===== config.mk =====
export PLATFORM = sky130hd
export DESIGN_NAME = uart_rxq
export DESIGN_NICKNAME = d
export VERILOG_FILES = /design/src/rtl/uart_rxq_pkg.sv /design/src/rtl/rxq_store.sv /design/src/rtl/rxq_timer.sv /design/src/rtl/uart_rxq.sv
export SDC_FILE = /design/constraint.sdc
export NUM_CORES = 1
export LEC_CHECK = 0
export ABC_CLOCK_PERIOD_IN_PS = 4400
export BUFFER_PORTS_ARGS = -buffer_cell sky130_fd_sc_hd__buf_2
export CELL_PAD_IN_SITES_DETAIL_PLACEMENT = 1
export CELL_PAD_IN_SITES_GLOBAL_PLACEMENT = 2
export CORE_ASPECT_RATIO = 0.5
export CORE_MARGIN = 10
export CORE_UTILIZATION = 39
export CTS_CLUSTER_DIAMETER = 50
export CTS_CLUSTER_SIZE = 40
export DETAILED_ROUTE_END_ITERATION = 8
export GPL_ROUTABILITY_DRIVEN = 0
export MAX_ROUTING_LAYER = met4
export PLACE_DENSITY_LB_ADDON = 0.15
export SETUP_SLACK_MARGIN = 0.3
export SYNTH_ARGS = -nofsm -noshare
export SYNTH_HDL_FRONTEND = slang
export SYNTH_SLANG_ARGS = --single-unit

===== constraint.sdc =====
create_clock -name clk -period 4.4 [get_ports clk]
set_input_delay 0.22 -clock clk [delete_from_list [all_inputs] [get_ports clk]]
set_output_delay 0.22 -clock clk [all_outputs]
set_load 0.03 [all_outputs]

===== src/rtl/uart_rxq_pkg.sv =====
package uart_rxq_pkg;

    localparam int unsigned BYTE_W = 8;
    localparam logic [7:0]  CTL_KEEP_MASK = 8'hC9;

    typedef enum logic [1:0] {
        TRG_ONE      = 2'b00,
        TRG_FOUR     = 2'b01,
        TRG_EIGHT    = 2'b10,
        TRG_FOURTEEN = 2'b11
    } trig_sel_e;

    typedef struct packed {
        trig_sel_e trig;
        logic [1:0] unused_hi;
        logic       dma_sel;
        logic       tx_clr;
        logic       rx_clr;
        logic       queue_on;
    } ctl_t;

    function automatic logic [3:0] trig_bytes(trig_sel_e sel);
        case (sel)
            TRG_ONE:      return 4'd1;
            TRG_FOUR:     return 4'd4;
            TRG_EIGHT:    return 4'd8;
            default:      return 4'd14;
        endcase
    endfunction

    // start + data + optional parity + one or two stop bits
    function automatic logic [3:0] frame_bits(logic [3:0] cfg);
        logic [3:0] n;
        n = 4'd6 + {2'b00, cfg[1:0]};
        n = n + {3'b000, cfg[3]};
        n = n + (cfg[2] ? 4'd2 : 4'd1);
        return n;
    endfunction

endpackage


===== src/rtl/rxq_store.sv =====
module rxq_store #(
    parameter int unsigned DEPTH = 16,
    parameter int unsigned W     = 8,
    localparam int unsigned LW   = $clog2(DEPTH + 1),
    localparam int unsigned PW   = (DEPTH > 1) ? $clog2(DEPTH) : 1
) (
    input  logic          clk,
    input  logic          rst,
    input  logic          clr,
    input  logic          cap_one,
    input  logic          pop,
    input  logic          push,
    input  logic [W-1:0]  push_data,
    output logic [W-1:0]  head,
    output logic [LW-1:0] level,
    output logic [LW-1:0] level_nx,
    output logic          pop_ok,
    output logic          acc,
    output logic          repl,
    output logic          drop
);

    logic [PW-1:0] rd_q, wr_q, waddr;
    logic [LW-1:0] level_q, lvl_mid;
    logic          room, wen;
    logic [DEPTH-1:0][W-1:0] slot_vec;

    function automatic logic [PW-1:0] step_ptr(logic [PW-1:0] p);
        return (p == PW'(DEPTH - 1)) ? '0 : p + PW'(1);
    endfunction

    always_comb begin
        pop_ok   = pop && (level_q != '0);
        lvl_mid  = level_q - LW'(pop_ok);
        room     = cap_one ? (lvl_mid == '0) : (lvl_mid != LW'(DEPTH));
        acc      = push && room;
        repl     = push && !room && cap_one;
        drop     = push && !room && !cap_one;
        wen      = acc || repl;
        waddr    = repl ? rd_q : wr_q;
        level_nx = clr ? '0 : (lvl_mid + LW'(acc));
    end

    for (genvar i = 0; i < DEPTH; i++) begin : g_slot
        logic [W-1:0] q;
        always_ff @(posedge clk) begin
            if (wen && !clr && (waddr == PW'(i))) begin
                q <= push_data;
            end
        end
        assign slot_vec[i] = q;
    end

    always_ff @(posedge clk) begin
        if (rst || clr) begin
            rd_q    <= '0;
            wr_q    <= '0;
            level_q <= '0;
        end else begin
            if (pop_ok) rd_q <= step_ptr(rd_q);
            if (acc)    wr_q <= step_ptr(wr_q);
            level_q <= level_nx;
        end
    end

    assign level = level_q;
    assign head  = (level_q != '0) ? slot_vec[rd_q] : '0;

    p_level_bound_r2: assert property (@(posedge clk) disable iff (rst)
        level_q <= LW'(DEPTH));

    p_no_overflow_r2: assert property (@(posedge clk) disable iff (rst)
        (drop && !clr) |=> (level_q == LW'(DEPTH)) && (head == $past(head)));

    p_single_cap_r13: assert property (@(posedge clk) disable iff (rst)
        (cap_one && !clr && $past(cap_one)) |-> (level_q <= LW'(1)));

endmodule


===== src/rtl/rxq_timer.sv =====
module rxq_timer
    import uart_rxq_pkg::*;
#(
    parameter int unsigned TMO_CHARS = 4,
    localparam int unsigned CW       = $clog2(TMO_CHARS * 12 + 1)
) (
    input  logic       clk,
    input  logic       rst,
    input  logic       cancel,
    input  logic       restart,
    input  logic       tick,
    input  logic [3:0] line_cfg,
    input  logic       pend_clr,
    input  logic       data_left,
    output logic       pend
);

    logic [CW-1:0] cnt_q, window;
    logic          armed_q, pend_q, expire;

    always_comb begin
        window = CW'(TMO_CHARS) * CW'(frame_bits(line_cfg));
        expire = armed_q && tick && (cnt_q >= window - CW'(1)) && !restart && !cancel;
    end

    always_ff @(posedge clk) begin
        if (rst) begin
            armed_q <= 1'b0;
            cnt_q   <= '0;
            pend_q  <= 1'b0;
        end else begin
            if (cancel) begin
                armed_q <= 1'b0;
                cnt_q   <= '0;
            end else if (restart) begin
                armed_q <= 1'b1;
                cnt_q   <= '0;
            end else if (armed_q && tick) begin
                if (expire) begin
                    armed_q <= 1'b0;
                    cnt_q   <= '0;
                end else begin
                    cnt_q <= cnt_q + CW'(1);
                end
            end
            if (pend_clr)                pend_q <= 1'b0;
            else if (expire && data_left) pend_q <= 1'b1;
        end
    end

    assign pend = pend_q;

    p_read_clears_pend_r4: assert property (@(posedge clk) disable iff (rst)
        pend_clr |=> !pend_q);

    p_count_in_window_r7: assert property (@(posedge clk) disable iff (rst)
        (armed_q && restart) |=> (cnt_q == '0));

endmodule


===== src/rtl/uart_rxq.sv =====
module uart_rxq
    import uart_rxq_pkg::*;
#(
    parameter int unsigned DEPTH     = 16,
    parameter int unsigned TMO_CHARS = 4,
    localparam int unsigned LW       = $clog2(DEPTH + 1)
) (
    input  logic              clk,
    input  logic              rst,
    input  logic              rx_valid,
    input  logic [BYTE_W-1:0] rx_byte,
    input  logic              brk_evt,
    input  logic              rd_en,
    input  logic              flags_rd,
    input  logic              fcr_wr,
    input  logic [7:0]        fcr_wdata,
    input  logic [3:0]        line_cfg,
    input  logic              baud_tick,
    output logic [BYTE_W-1:0] rd_data,
    output logic [LW-1:0]     level,
    output logic              data_ready,
    output logic              overrun,
    output logic              brk_flag,
    output logic              timeout_pend,
    output logic              trig_reached,
    output logic [7:0]        ctl_q,
    output logic              tx_flush
);

    ctl_t              ctl_r, ctl_in;
    logic              mode_flip, rx_clr;
    logic              push, pop;
    logic [BYTE_W-1:0] push_data;
    logic [LW-1:0]     lvl, lvl_nx;
    logic              pop_ok, acc, repl, drop, restart;
    logic              ovr_q, brk_q;

    always_comb begin
        ctl_in    = ctl_t'(fcr_wdata);
        mode_flip = ctl_in.queue_on != ctl_r.queue_on;
        rx_clr    = fcr_wr && (ctl_in.rx_clr || mode_flip);
        tx_flush  = fcr_wr && (ctl_in.tx_clr || mode_flip);
        push      = !rx_clr && (brk_evt || rx_valid);
        push_data = brk_evt ? '0 : rx_byte;
        pop       = rd_en && !rx_clr;
    end

    rxq_store #(.DEPTH(DEPTH), .W(BYTE_W)) u_store (
        .clk       (clk),
        .rst       (rst),
        .clr       (rx_clr),
        .cap_one   (!ctl_r.queue_on),
        .pop       (pop),
        .push      (push),
        .push_data (push_data),
        .head      (rd_data),
        .level     (lvl),
        .level_nx  (lvl_nx),
        .pop_ok    (pop_ok),
        .acc       (acc),
        .repl      (repl),
        .drop      (drop)
    );

    assign restart = ctl_r.queue_on && (acc || (pop_ok && (lvl_nx != '0)));

    rxq_timer #(.TMO_CHARS(TMO_CHARS)) u_timer (
        .clk       (clk),
        .rst       (rst),
        .cancel    (rx_clr),
        .restart   (restart),
        .tick      (baud_tick),
        .line_cfg  (line_cfg),
        .pend_clr  (rx_clr || rd_en),
        .data_left (lvl_nx != '0),
        .pend      (timeout_pend)
    );

    always_ff @(posedge clk) begin
        if (rst) begin
            ctl_r <= '0;
            ovr_q <= 1'b0;
            brk_q <= 1'b0;
        end else begin
            if (fcr_wr) ctl_r <= ctl_t'(fcr_wdata & CTL_KEEP_MASK);

            if (drop || repl)  ovr_q <= 1'b1;
            else if (flags_rd) ovr_q <= 1'b0;

            if (rx_clr)                        brk_q <= 1'b0;
            else if (brk_evt)                  brk_q <= 1'b1;
            else if (flags_rd)                 brk_q <= 1'b0;
            else if (rd_en && (lvl_nx == '0))  brk_q <= 1'b0;
        end
    end

    assign level        = lvl;
    assign data_ready   = (lvl != '0);
    assign overrun      = ovr_q;
    assign brk_flag     = brk_q;
    assign ctl_q        = ctl_r;
    assign trig_reached = ctl_r.queue_on ? (lvl >= LW'(trig_bytes(ctl_r.trig)))
                                         : (lvl != '0);

    p_rx_clear_r8: assert property (@(posedge clk) disable iff (rst)
        rx_clr |=> (level == '0) && !brk_flag && !timeout_pend);

    p_pend_needs_data_r6: assert property (@(posedge clk) disable iff (rst)
        $rose(timeout_pend) |-> (level != '0));

    p_break_has_data_r10: assert property (@(posedge clk) disable iff (rst)
        brk_flag |-> data_ready);

    p_single_no_timeout_r13: assert property (@(posedge clk) disable iff (rst)
        (!ctl_r.queue_on && $past(!ctl_r.queue_on)) |-> !$rose(timeout_pend));

endmodule


==> flow_summary.json <==
{
  "grt_max_degree": 37,
  "maxSlewHeadroom_pct": 20.4,
  "clk_latency_ps": 420,
  "setup_ws_ps": 541,
  "fmax_mhz": 259,
  "hold_buffers": 0,
  "final_cell_mix": "edfxtp_1 (128), buf_2 (48), nor2_1 (47)",
  "first_iter_violations": 249,
  "tns_ps": 0,
  "ant_nets": 0,
  "first_pass_iters": 4,
  "cap_violations": 0,
  "antenna_found_initial": 0,
  "syn_inst": 448,
  "fin_crit_sh_pct": 87.7,
  "h-tree-depth": 4,
  "port_buffers": 48,
  "synth_cell_types": 44,
  "place_ws_ps": 278,
  "cp-end-kind": "flip-flop",
  "final_hold_viol_count": 0,
  "multi_input_area_sq_mm": 0.00236,
  "synth_fa_ha_area_share_pct": 3.73,
  "crit_type": "reg2reg",
  "antenna_cells": 0,
  "area_growth_pct": 17.0,
  "drive_gt1_share_pct": 29.6,
  "routed_wl_um": 15900,
  "tightest_slew_ps": 1190,
  "holdWs_ps": 40.3,
  "syn-cell-area_sq_mm": 0.00690,
  "hpwlAfterDp_um": 10800,
  "cp_data_required_time_ps": 4750,
  "grt_remaining_overflow": 0,
  "leakage_nw": 2.85,
  "clock_path_buffers": 2,
  "ys.flop_type": "edfxtp_1",
  "cp_max_fo": 6,
  "die_area_sq_mm": 0.0237,
  "status": "finished, final reports clean",
  "drc": 0,
  "clk_pin_slew_ps": 70,
  "power.density_mw_per_mm2": 537,
  "core_area_sq_mm": 0.0174,
  "hold_class": "in2reg",
  "cts_buffers": 17,
  "p_total_w": 0.00434,
  "cts_tree": "done",
  "die_h_um": 114,
  "synth.avg_cell_area_sq_um": 15.4,
  "cp_data_arrival_time_ps": 4210,
  "muxShareOfSynthArea_pct": 15.0,
  "synthSimpleGateAreaFrac_pct": 8.97,
  "synth-edff-count": 128,
  "fin_util_pct": 46.6,
  "yosysWarnings": 0,
  "rsz0062_at_grt": "yes",
  "async_flop_share_pct": 0,
  "grt_pass1_wl_um": 25000,
  "setup_viol": 0,
  "num_rows": 34,
  "peakVddDrop_mv": 0.316,
  "final_nets": 555,
  "fillers": 1732,
  "ios": 55,
  "skew_ps": 9.51,
  "maxSlewViolCount": 0,
  "synth_top_family_by_area": "multiplexers",
  "yosysSeqAreaShare_pct": 63.5,
  "cts_sinks": 155,
  "vias": 3893,
  "start_kind": "flip-flop",
  "wl_per_cell_um": 21.1,
  "ys_ff_latch": 155,
  "register_area_sq_mm": 0.00439,
  "period_minus_slack_ps": 3860,
  "die_w_um": 208,
  "final_common_cell": "edfxtp_1",
  "synth-xor-area-share_pct": 2.14,
  "synth_compound_area_share_pct": 3.57,
  "grt_pass1_vias": 4236,
  "grt.total_usage_pct": 14.2,
  "initial_core_util_pct": 39.8,
  "avgViaCountPerCell": 5.16,
  "cts-root-buf": "clkbuf_16"
}
==> where the power goes <==
part	switching [W]	total (W)	internal, W	leakage (nW)
clock network	0.000678	0.00144	0.000762	0.289
logic	0.000678	0.00114	0.000466	1.17
registers	0.0000642	0.00175	0.00169	1.40
total	0.00142	0.00434	0.00292	2.85
==> worst max-delay path, cell delays in order (launching register included) <==
cell      delay (ps)
dfxtp_2          380
nor4_2           260
nand2_1          100
and3_1           210
ha_1             220
ha_2             220
xnor2_2          170
nand3_2          130
o21a_1           220
o21a_1           210
ha_1             220
ha_1             240
nand2b_1         170
a21oi_1          210
a32oi_2          190
a221o_2          450
nor3b_2          180
==> logic make-up after synthesis <==
group / Yosys count
buf+inv: 48
other cells: 1
fa+ha+maj: 20
simple gates: 118
flops: 155
compound gates: 37
xor+xnor: 16
mux: 53
==> area by class of cell <==
cell class / count / share of cell area [%]
clock buffers: 17 / 5.26
inverters: 24 / 1.11
well taps: 234 / 3.62
multi-input cells: 248 / 29.3
clock inverters: 15 / 2.06
repair buffers: 61 / 4.34
flip-flops and latches: 155 / 54.3
==> Yosys cell counts, types with 3 or more instances <==
cell / instances / share of area (%)
inv_1: 24 / 1.3
nor2b_1: 15 / 1.4
ha_1: 19 / 3.4
buf_4: 5 / 0.54
o21ai_0: 5 / 0.36
buf_2: 5 / 0.36
a31oi_1: 3 / 0.27
mux4_2: 40 / 13
nand3_1: 7 / 0.51
nand2b_1: 5 / 0.45
and2_1: 11 / 1.0
a21oi_1: 10 / 0.72
a32oi_1: 5 / 0.63
edfxtp_1: 128 / 56
o21a_1: 5 / 0.54
nor3b_2: 3 / 0.54
clkbuf_1: 11 / 0.60
nor2_1: 48 / 2.6
mux2i_1: 12 / 1.7
dfxtp_1: 27 / 7.8
xor2_1: 8 / 1.0
xnor2_1: 7 / 0.89
nand2_1: 17 / 0.92
==> per-stage QoR <==
stage,area [sq um],std cells
finish,8080,754
CTS,8040,753
global route,8080,754
floorplan,6940,451
detailed placement,7440,721
global placement,7440,721
==> registers in the layout (all words and copies together), names as in the netlist <==
name and count:
u_store.wr_q 4, overrun 1, u_store.level 5, u_timer.armed_q 1, ctl_q 4, brk_flag 1, u_store.g_slot.q 128, u_store.rd_q 4
u_timer.cnt_q 6, u_timer.pend 1
==> worst paths after layout <==
kind | start | endpoint | slack, ps | cells past startpoint
worst max register to register | u_store.level[3]$_SDFF_PP0_ | u_timer.cnt_q[3]$_SDFFE_PP0P_ | 540 | 16
worst max-delay path | u_store.level[3]$_SDFF_PP0_ | u_timer.cnt_q[3]$_SDFFE_PP0P_ | 540 | 16
worst min-delay path | fcr_wdata[7] | ctl_q[7]$_SDFFE_PP0P_ | 40 | 3
worst min register to register | u_timer.pend$_SDFFE_PP0P_ | u_timer.pend$_SDFFE_PP0P_ | 450 | 2
==> layer usage <==
metal / vias up / track usage (%) / share of wire, %
met2: 65 / 22.7 / 48
met5: - / - / 0
met1: 2013 / 17.9 / 48
met3: 16 / 3.30 / 3.7
li1: 1799 / - / -
met4: 0 / 4.37 / 1.1
==> repair_timing <==
action | in CTS | in global routing
endpoints found under the setup margin | 6 | 89
pin swaps | 0 | 3
resized for setup | 1 | 6
setup buffers | 0 | 1
endpoints found under the hold margin | 0 | 0
(Power assumes the default switching activity.)
